<file path="src/rtl/dual_tmr_pkg.sv">
package dual_tmr_pkg;

  typedef enum logic [1:0] {
    MODE_SPLIT_TGL = 2'b00,
    MODE_SPLIT_PWM = 2'b01,
    MODE_WIDE_TGL  = 2'b10,
    MODE_WIDE_PWM  = 2'b11
  } tmrMode_e;

  // strobes from control to datapath, one cycle each
  typedef struct packed {
    logic clrAll;
    logic loClr;
    logic loInc;
    logic hiClr;
    logic hiInc;
    logic loEvt;
    logic hiEvt;
    logic loPerLd;
    logic hiPerLd;
    logic loDutyLd;
    logic hiDutyLd;
    logic loPwm;
    logic hiPwm;
  } tmrStrobe_t;

  // compare results from datapath back to control
  typedef struct packed {
    logic loAtPer;
    logic hiAtPer;
    logic loFull;
  } tmrFlag_t;

endpackage

</file>
<file path="src/rtl/dual_tmr_half.sv">
module dual_tmr_half #(
  parameter int W = 8
) (
  input  logic         clk,
  input  logic         rstN,
  input  logic         clr,
  input  logic         cntClr,
  input  logic         cntInc,
  input  logic         evt,
  input  logic         perLd,
  input  logic         dutyLd,
  input  logic         pwmSel,
  input  logic [W-1:0] perIn,
  input  logic [W-1:0] dutyIn,
  output logic         atPer,
  output logic         full,
  output logic         wave,
  output logic         ovf
);
  localparam logic [W-1:0] ZERO = '0;
  localparam logic [W-1:0] ONE  = W'(1);

  logic [W-1:0] cnt;
  logic [W-1:0] perSh;
  logic [W-1:0] dutySh;
  logic         tgl;

  always_ff @(posedge clk or negedge rstN) begin
    if (!rstN) begin
      cnt    <= ZERO;
      perSh  <= ZERO;
      dutySh <= ZERO;
      tgl    <= 1'b0;
      ovf    <= 1'b0;
    end else if (clr) begin
      cnt    <= ZERO;
      perSh  <= ZERO;
      dutySh <= ZERO;
      tgl    <= 1'b0;
      ovf    <= 1'b0;
    end else begin
      if (cntClr)      cnt <= ZERO;
      else if (cntInc) cnt <= cnt + ONE;
      if (perLd)  perSh  <= perIn;
      if (dutyLd) dutySh <= dutyIn;
      if (evt && !pwmSel) tgl <= ~tgl;
      ovf <= evt;
    end
  end

  assign atPer = (cnt == perSh);
  assign full  = &cnt;
  assign wave  = pwmSel ? (cnt < dutySh) : tgl;

endmodule

</file>
<file path="src/rtl/dual_tmr_ctrl.sv">
module dual_tmr_ctrl
  import dual_tmr_pkg::*;
(
  input  logic       clk,
  input  logic       rstN,
  input  logic [1:0] mode,
  input  logic       tickEn,
  input  logic       useEvt,
  input  logic       evtIn,
  input  tmrFlag_t   flags,
  output tmrStrobe_t stb
);
  tmrMode_e   modeE;
  logic [1:0] modePrev;
  logic       evtPrev;
  logic       adv;
  logic       wideWrap;
  logic       lowCarry;

  assign modeE = tmrMode_e'(mode);

  always_ff @(posedge clk or negedge rstN) begin
    if (!rstN) begin
      modePrev <= 2'b00;
      evtPrev  <= 1'b0;
    end else begin
      modePrev <= mode;
      evtPrev  <= evtIn;
    end
  end

  assign adv      = useEvt ? (evtIn & ~evtPrev) : tickEn;
  assign wideWrap = adv & flags.loAtPer & flags.hiAtPer;
  assign lowCarry = adv & flags.loFull & ~wideWrap;

  always_comb begin
    stb        = '0;
    stb.clrAll = (mode != modePrev);
    stb.loPwm  = (modeE == MODE_SPLIT_PWM) || (modeE == MODE_WIDE_PWM);
    stb.hiPwm  = (modeE == MODE_SPLIT_PWM);
    if (!mode[1]) begin
      // two independent halves
      stb.loClr    = adv & flags.loAtPer;
      stb.loInc    = adv & ~flags.loAtPer;
      stb.hiClr    = adv & flags.hiAtPer;
      stb.hiInc    = adv & ~flags.hiAtPer;
      stb.loEvt    = stb.loClr;
      stb.hiEvt    = stb.hiClr;
      stb.loPerLd  = stb.loClr;
      stb.loDutyLd = stb.loClr;
      stb.hiPerLd  = stb.hiClr;
      stb.hiDutyLd = stb.hiClr;
    end else begin
      // one counter of double width
      stb.loClr    = wideWrap;
      stb.loInc    = adv & ~wideWrap;
      stb.hiClr    = wideWrap;
      stb.hiInc    = lowCarry;
      stb.loEvt    = lowCarry;
      stb.hiEvt    = wideWrap;
      stb.loPerLd  = wideWrap;
      stb.hiPerLd  = wideWrap;
      stb.loDutyLd = wideWrap | lowCarry;
      stb.hiDutyLd = wideWrap;
    end
  end

endmodule

</file>
<file path="src/rtl/dual_tmr_dp.sv">
module dual_tmr_dp
  import dual_tmr_pkg::*;
#(
  parameter int W = 8
) (
  input  logic         clk,
  input  logic         rstN,
  input  tmrStrobe_t   stb,
  input  logic [W-1:0] loPer,
  input  logic [W-1:0] hiPer,
  input  logic [W-1:0] loDuty,
  input  logic [W-1:0] hiDuty,
  output tmrFlag_t     flags,
  output logic         loOut,
  output logic         hiOut,
  output logic         loOvf,
  output logic         hiOvf
);
  localparam int HALVES = 2;

  logic [HALVES-1:0]        cClr, cInc, ev, pLd, dLd, pw;
  logic [HALVES-1:0]        atPer, full, wave, ovf;
  logic [HALVES-1:0][W-1:0] perArr, dutyArr;

  assign cClr    = {stb.hiClr,    stb.loClr};
  assign cInc    = {stb.hiInc,    stb.loInc};
  assign ev      = {stb.hiEvt,    stb.loEvt};
  assign pLd     = {stb.hiPerLd,  stb.loPerLd};
  assign dLd     = {stb.hiDutyLd, stb.loDutyLd};
  assign pw      = {stb.hiPwm,    stb.loPwm};
  assign perArr  = {hiPer,  loPer};
  assign dutyArr = {hiDuty, loDuty};

  for (genvar g = 0; g < HALVES; g++) begin : g_half
    dual_tmr_half #(.W(W)) half_i (
      .clk    (clk),
      .rstN   (rstN),
      .clr    (stb.clrAll),
      .cntClr (cClr[g]),
      .cntInc (cInc[g]),
      .evt    (ev[g]),
      .perLd  (pLd[g]),
      .dutyLd (dLd[g]),
      .pwmSel (pw[g]),
      .perIn  (perArr[g]),
      .dutyIn (dutyArr[g]),
      .atPer  (atPer[g]),
      .full   (full[g]),
      .wave   (wave[g]),
      .ovf    (ovf[g])
    );
  end

  assign flags.loAtPer = atPer[0];
  assign flags.hiAtPer = atPer[1];
  assign flags.loFull  = full[0];
  assign loOut = wave[0];
  assign hiOut = wave[1];
  assign loOvf = ovf[0];
  assign hiOvf = ovf[1];

  logic unusedHiFull;
  assign unusedHiFull = full[1];

endmodule

</file>
<file path="src/rtl/dual_tmr.sv">
module dual_tmr
  import dual_tmr_pkg::*;
#(
  parameter int W = 8
) (
  input  logic         clk,
  input  logic         rstN,
  input  logic [1:0]   mode,
  input  logic         tickEn,
  input  logic         useEvt,
  input  logic         evtIn,
  input  logic [W-1:0] loPer,
  input  logic [W-1:0] hiPer,
  input  logic [W-1:0] loDuty,
  input  logic [W-1:0] hiDuty,
  output logic         loOut,
  output logic         hiOut,
  output logic         loOvf,
  output logic         hiOvf
);
  tmrStrobe_t stb;
  tmrFlag_t   flags;

  dual_tmr_ctrl ctrl_i (
    .clk    (clk),
    .rstN   (rstN),
    .mode   (mode),
    .tickEn (tickEn),
    .useEvt (useEvt),
    .evtIn  (evtIn),
    .flags  (flags),
    .stb    (stb)
  );

  dual_tmr_dp #(.W(W)) dp_i (
    .clk    (clk),
    .rstN   (rstN),
    .stb    (stb),
    .loPer  (loPer),
    .hiPer  (hiPer),
    .loDuty (loDuty),
    .hiDuty (hiDuty),
    .flags  (flags),
    .loOut  (loOut),
    .hiOut  (hiOut),
    .loOvf  (loOvf),
    .hiOvf  (hiOvf)
  );

endmodule

</file>
<file path="config.mk">
export PLATFORM = sky130hd
export DESIGN_NAME = dual_tmr
export DESIGN_NICKNAME = d
export VERILOG_FILES = /design/src/rtl/dual_tmr_pkg.sv /design/src/rtl/dual_tmr_half.sv /design/src/rtl/dual_tmr_ctrl.sv /design/src/rtl/dual_tmr_dp.sv /design/src/rtl/dual_tmr.sv
export SDC_FILE = /design/constraint.sdc
export NUM_CORES = 1
export LEC_CHECK = 0
export ABC_AREA = 1
export BUFFER_PORTS_ARGS = -buffer_cell sky130_fd_sc_hd__buf_2
export CORE_MARGIN = 5
export CORE_UTILIZATION = 52
export CTS_CLUSTER_SIZE = 20
export DETAILED_ROUTE_END_ITERATION = 10
export MAX_ROUTING_LAYER = met4
export PLACE_DENSITY_LB_ADDON = 0.15
export SLEW_MARGIN = 5
export SYNTH_ARGS = -nofsm -noshare
export SYNTH_HDL_FRONTEND = slang
export SYNTH_HIERARCHICAL = 1
export SYNTH_SLANG_ARGS = --single-unit
</file>
<file path="constraint.sdc">
create_clock -name clk -period 2.41 [get_ports clk]
set_clock_uncertainty 0.2 [all_clocks]
set_input_delay 0 -clock clk [delete_from_list [all_inputs] [get_ports clk]]
set_output_delay 0 -clock clk [all_outputs]
set_load 0.01 [all_outputs]
</file>
# --- Yosys cells after proc, flatten, opt, wreduce, memory -nomap -nowiden ---
# Cells that the tools add are included.
op_classes:
  add_sub_neg: 2
  multipliers: 0
  div: 0
  order_cmp: 2
  n_eq_ne: 5
  shifts: 0
  mux: 24
  bitwise_logic: 16
  reduce_logical: 14
ops:
  columns: ["operator", "n"]
  rows:
  - ["two-way mux 8 bit", 14]
  - ["adder 8 x 1 -> 8 bit (second input constant)", 2]
  - ["equality test 8 bit", 2]
  - ["< comparator 8 bit", 2]
  - ["nonzero test 2 bit", 6]
  - ["two-way mux 10 bit", 1]
  - ["bitwise AND 1 bit", 9]
  - ["two-way mux 1 bit", 9]
  - ["AND reduction 8 bit", 1]
  - ["NOT 1 bit", 6]
  - ["nonzero test 3 bit", 2]
  - ["equality test 2 x 1 -> 1 bit (second input constant)", 1]
  - ["equality test 2 bit (second input constant)", 1]
  - ["logical AND 1 bit", 2]
  - ["zero test 1 bit", 2]
  - ["inequality test 2 bit", 1]
  - ["logical OR 1 bit", 1]
  - ["OR 1 bit", 1]
word_totals:
  register_bits: 55
  latch_bits: 0
  mem_bits_rw: 0
  romBits: 0
  in_bits: 39
  output_inout_bits: 4
  wordCells: 75
  mem_count: 0

# --- Logic depth before layout (Yosys ltp) ---
depth:
  word_depth: 12
  ltp_mapped: 14
  depth_no_buf: 13

# --- Modules after synthesis ---
# Netlist, hierarchy kept.
by_module_without_submodules:
  columns: ["module", "instances", "cells_per_inst", "area_each_um2", "seq_area_each_um2"]
  rows:
  - ["dual_tmr_half", 2, 184, 1536.5, 650.6]
  - ["dual_tmr_ctrl", 1, 37, 237.7, 75.1]

# --- Least setup slack after synthesis ---
# OpenSTA, ideal clock, no wires.
synth_path:
  kind: "flip-flop to flip-flop"
  from: "register dp_i.g_half[0].half_i.cnt[2]"
  to: "register dp_i.g_half[1].half_i.perSh[0]"
  arrival_ps: 1949
  required_time_ps: 2089
  setup_slack_ps: 140
  stages_incl_launch_ff: 12
  path_buffers: 3
  path_cell_list: "dfrtp_1 xor2_1 nor2_1 nand2_1 nor3_1 o21ai_0 nor2_1 buf_4 buf_2 or2_0 buf_2 o21ai_2"
synth_lines:
  columns: ["item", "line_no", "text"]
  rows:
  - ["start: declaration", "dual_tmr_half.sv:23", "logic [W-1:0] cnt;"]
  - ["start signal: assignment", "dual_tmr_half.sv:43", "else if (cntInc) cnt <= cnt + ONE;"]
  - ["end signal: assignment", "dual_tmr_half.sv:44", "if (perLd) perSh <= perIn;"]
  - ["end: declaration", "dual_tmr_half.sv:24", "logic [W-1:0] perSh;"]

==> metrics <==
worst hold endpoint dp_i/g_half[0].half_i/ovf; Fin. Hold Viols 0; Post-Syn Nets roughly 460; fin area roughly 4100 sq um; WHS 0.106 ns; Post-DRT Antenna Nets 0; port bufs 42; largest net degree at the start of global routing 56; Place WS 0.0102 ns; Data required, critical path 2.41 ns; fmax 441 MHz; worst-margin pin slew around 0.7 ns; CP delay by family, top simple AND/OR/NAND/NOR gates; Ports 43; Inserted Diodes 0; area of the core 6280 sq um; clk root buf clkbuf_8; clock slew seen by the registers of the worst setup and hold paths approximately 0.10 ns; final setup margin 0.141 ns; max incr delay on CP between 0.3 and 0.4 ns; P_leak 2.02 nW; gp weighted congestion 0.904; Sink Count 55; CP arrival ~2.3 ns; worst slew margin relative to its limit between 50% and 60%; crit-path cells inv_1 -> nand2_1 -> nand4_1 -> nor3_4 -> o21a_1 -> nand2_1 -> inv_1 -> nor2_4 -> nand2_4 -> nand2_4 -> nor3_1 -> nor2_1; DRC Markers 0; Area Growth Syn to Fin 24.4%; antenna violations before repair 0; Avg Inst Size Synth 8.18 sq um; Worst path slowest cell dfrtp_1; Starting DRT DRC Count 84; routed vias/inst 4.95; type of the worst setup path flop to flop; CP max FO 7; Setup Buffers After CTS 0; clk_lat worst skew 0.31 ns; vias in the first global route 2,891; worst hold path startpoint tickEn; Die ar. 8050 sq um; Tightest Hold Check Type input port to flop; Wirelength per Cell approximately 13 um; outcome complete, no violations; H-tree levels 2; DRT Pass-1 Iters 4; DP HPWL 5300 um; Num CTS Buffers 5; Yosys warning total 6; IR drop worst, VDD 0.000294 V; GR Overflow Total 0; worst hold path stage count 7; die span in y 89.7 um; RSZ-0062 raised after global routing yes; WL final 7370 um; Worst R2R End dp_i/g_half[0].half_i/cnt[5]; total of max-cap violations 0; CP Buf/Inv Count 2; global-route wire length before repair 13,100 um; pwr dens between 500 and 600 nW/um^2; fin crit share 94.2%; initial core utilization 52.7%; Syn Std Cell Area 3310 sq um; Syn Inst Count around 400; filler instances roughly 570; total negative slack 0 ns; fin. max-slew vios 0; Final nets ~540; via count 2,798; Core Rows 29; TritonCTS clock tree yes; Reg-to-Reg Start dp_i/g_half[1].half_i/cnt[0]; DIE WIDTH 89.7 um; share of cells above drive strength 1 25.8%; Tot GR Track Use 20.1%; reg2reg path depth 12; Worst setup EP type flop; r2r setup slk 0.14 ns; clk buf depth 2; Setup violations, final 0; placed instance area between 3000 and 4000 sq um; Post-Route Utilization 65.5%; post-route minimum period 2.27 ns; Startpoint Class flop
==> sequential cells by signal, indices dropped and copies added, names as in the netlist <==
register	count
dp_i/g_half.half_i/ovf	2
dp_i/g_half.half_i/cnt	16
dp_i/g_half.half_i/perSh	16
ctrl_i/modePrev	2
dp_i/g_half.half_i/tgl	2
ctrl_i/evtPrev	1
dp_i/g_half.half_i/dutySh	16
==> report_power, final <==
part | total, mW | internal, mW | switching (mW)
Clock | 0.562 | 0.263 | 0.299
Sequential | 0.977 | 0.958 | 0.0185
Combinational | 0.518 | 0.202 | 0.316
Total | 2.06 | 1.42 | 0.634
==> cell usage in the layout, fill, tap and decap left out <==
master	n
o21a_1	3
nor2_4	4
clkbuf_8	7
nand2_4	4
buf_2	42
nor3_4	1
nand3_1	37
o21ai_1	2
nor3_2	2
nand4_2	2
xor2_1	8
dfrtp_1	52
nand4_1	8
a21oi_1	17
a21oi_2	2
o21ai_0	7
ha_1	16
inv_1	67
buf_4	13
o21ai_2	34
or2_0	4
nor3_1	4
nor2_2	2
nand2_2	4
inv_2	6
xnor2_1	2
nor2_1	25
dlygate4sd3_1	36
clkbuf_1	1
nand2_1	73
dfrtp_2	3
==> layout make-up <==
class,instances,area [sq um],area share (%)
Timing Repair Buffer,91,668,16.3
Clock buffer,8,100,2.43
Sequential cell,55,1380,33.6
Inverter,73,274,6.66
Tap cell,77,96.3,2.34
Multi-Input combinational cell,261,1590,38.7
==> worst reg2reg max path, cell delays in order (launching register included) <==
cell     delay [ns]
dfrtp_1        0.38
inv_1          0.13
nand2_1        0.09
nand4_1        0.16
nor3_4         0.29
o21a_1         0.18
nand2_1        0.07
inv_1          0.14
nor2_4         0.09
nand2_4        0.12
nand2_4        0.07
nor3_1         0.16
nor2_1         0.07
==> through the flow <==
stage          instances  power [mW]
5_1_grt              565        2.19
3_3_place_gp         521        1.45
2_1_floorplan        404        1.32
3_5_place_dp         521        1.46
4_1_cts              565        2.08
6_report             565        2.06
==> worst max path at each step <==
stage / start / to / slack (ns) / depth (start not counted)
3_3_place_gp: dp_i/g_half[1].half_i/cnt[3] / dp_i/g_half[1].half_i/cnt[3] / 0.06 / 12
2_1_floorplan: dp_i/g_half[0].half_i/cnt[2] / dp_i/g_half[1].half_i/perSh[0] / 0.14 / 11
6_report: dp_i/g_half[1].half_i/cnt[0] / dp_i/g_half[0].half_i/cnt[5] / 0.14 / 12
4_1_cts: dp_i/g_half[0].half_i/cnt[1] / dp_i/g_half[0].half_i/cnt[5] / 0.09 / 12
5_1_grt: dp_i/g_half[1].half_i/cnt[0] / dp_i/g_half[0].half_i/cnt[5] / -0.02 / 13
3_5_place_dp: dp_i/g_half[1].half_i/cnt[3] / dp_i/g_half[0].half_i/cnt[5] / 0.01 / 12
==> per-layer routing <==
layer  GRT usage [%]  vias to the layer above  part of all wire (%)
li1                -                     1443                     -
met2            36.2                       27                    55
met3            3.09                        8                   2.3
met1            23.2                     1320                    42
met5               -                        -                     0
met4            5.04                        0                  0.87
==> repair_timing <==
item	in CTS	in global routing
endpoints found under the setup margin	1	21
hold buffers	36	0
gates resized for setup	1	7
hold endpoints to repair	92	0
(Power assumes the default switching activity.)
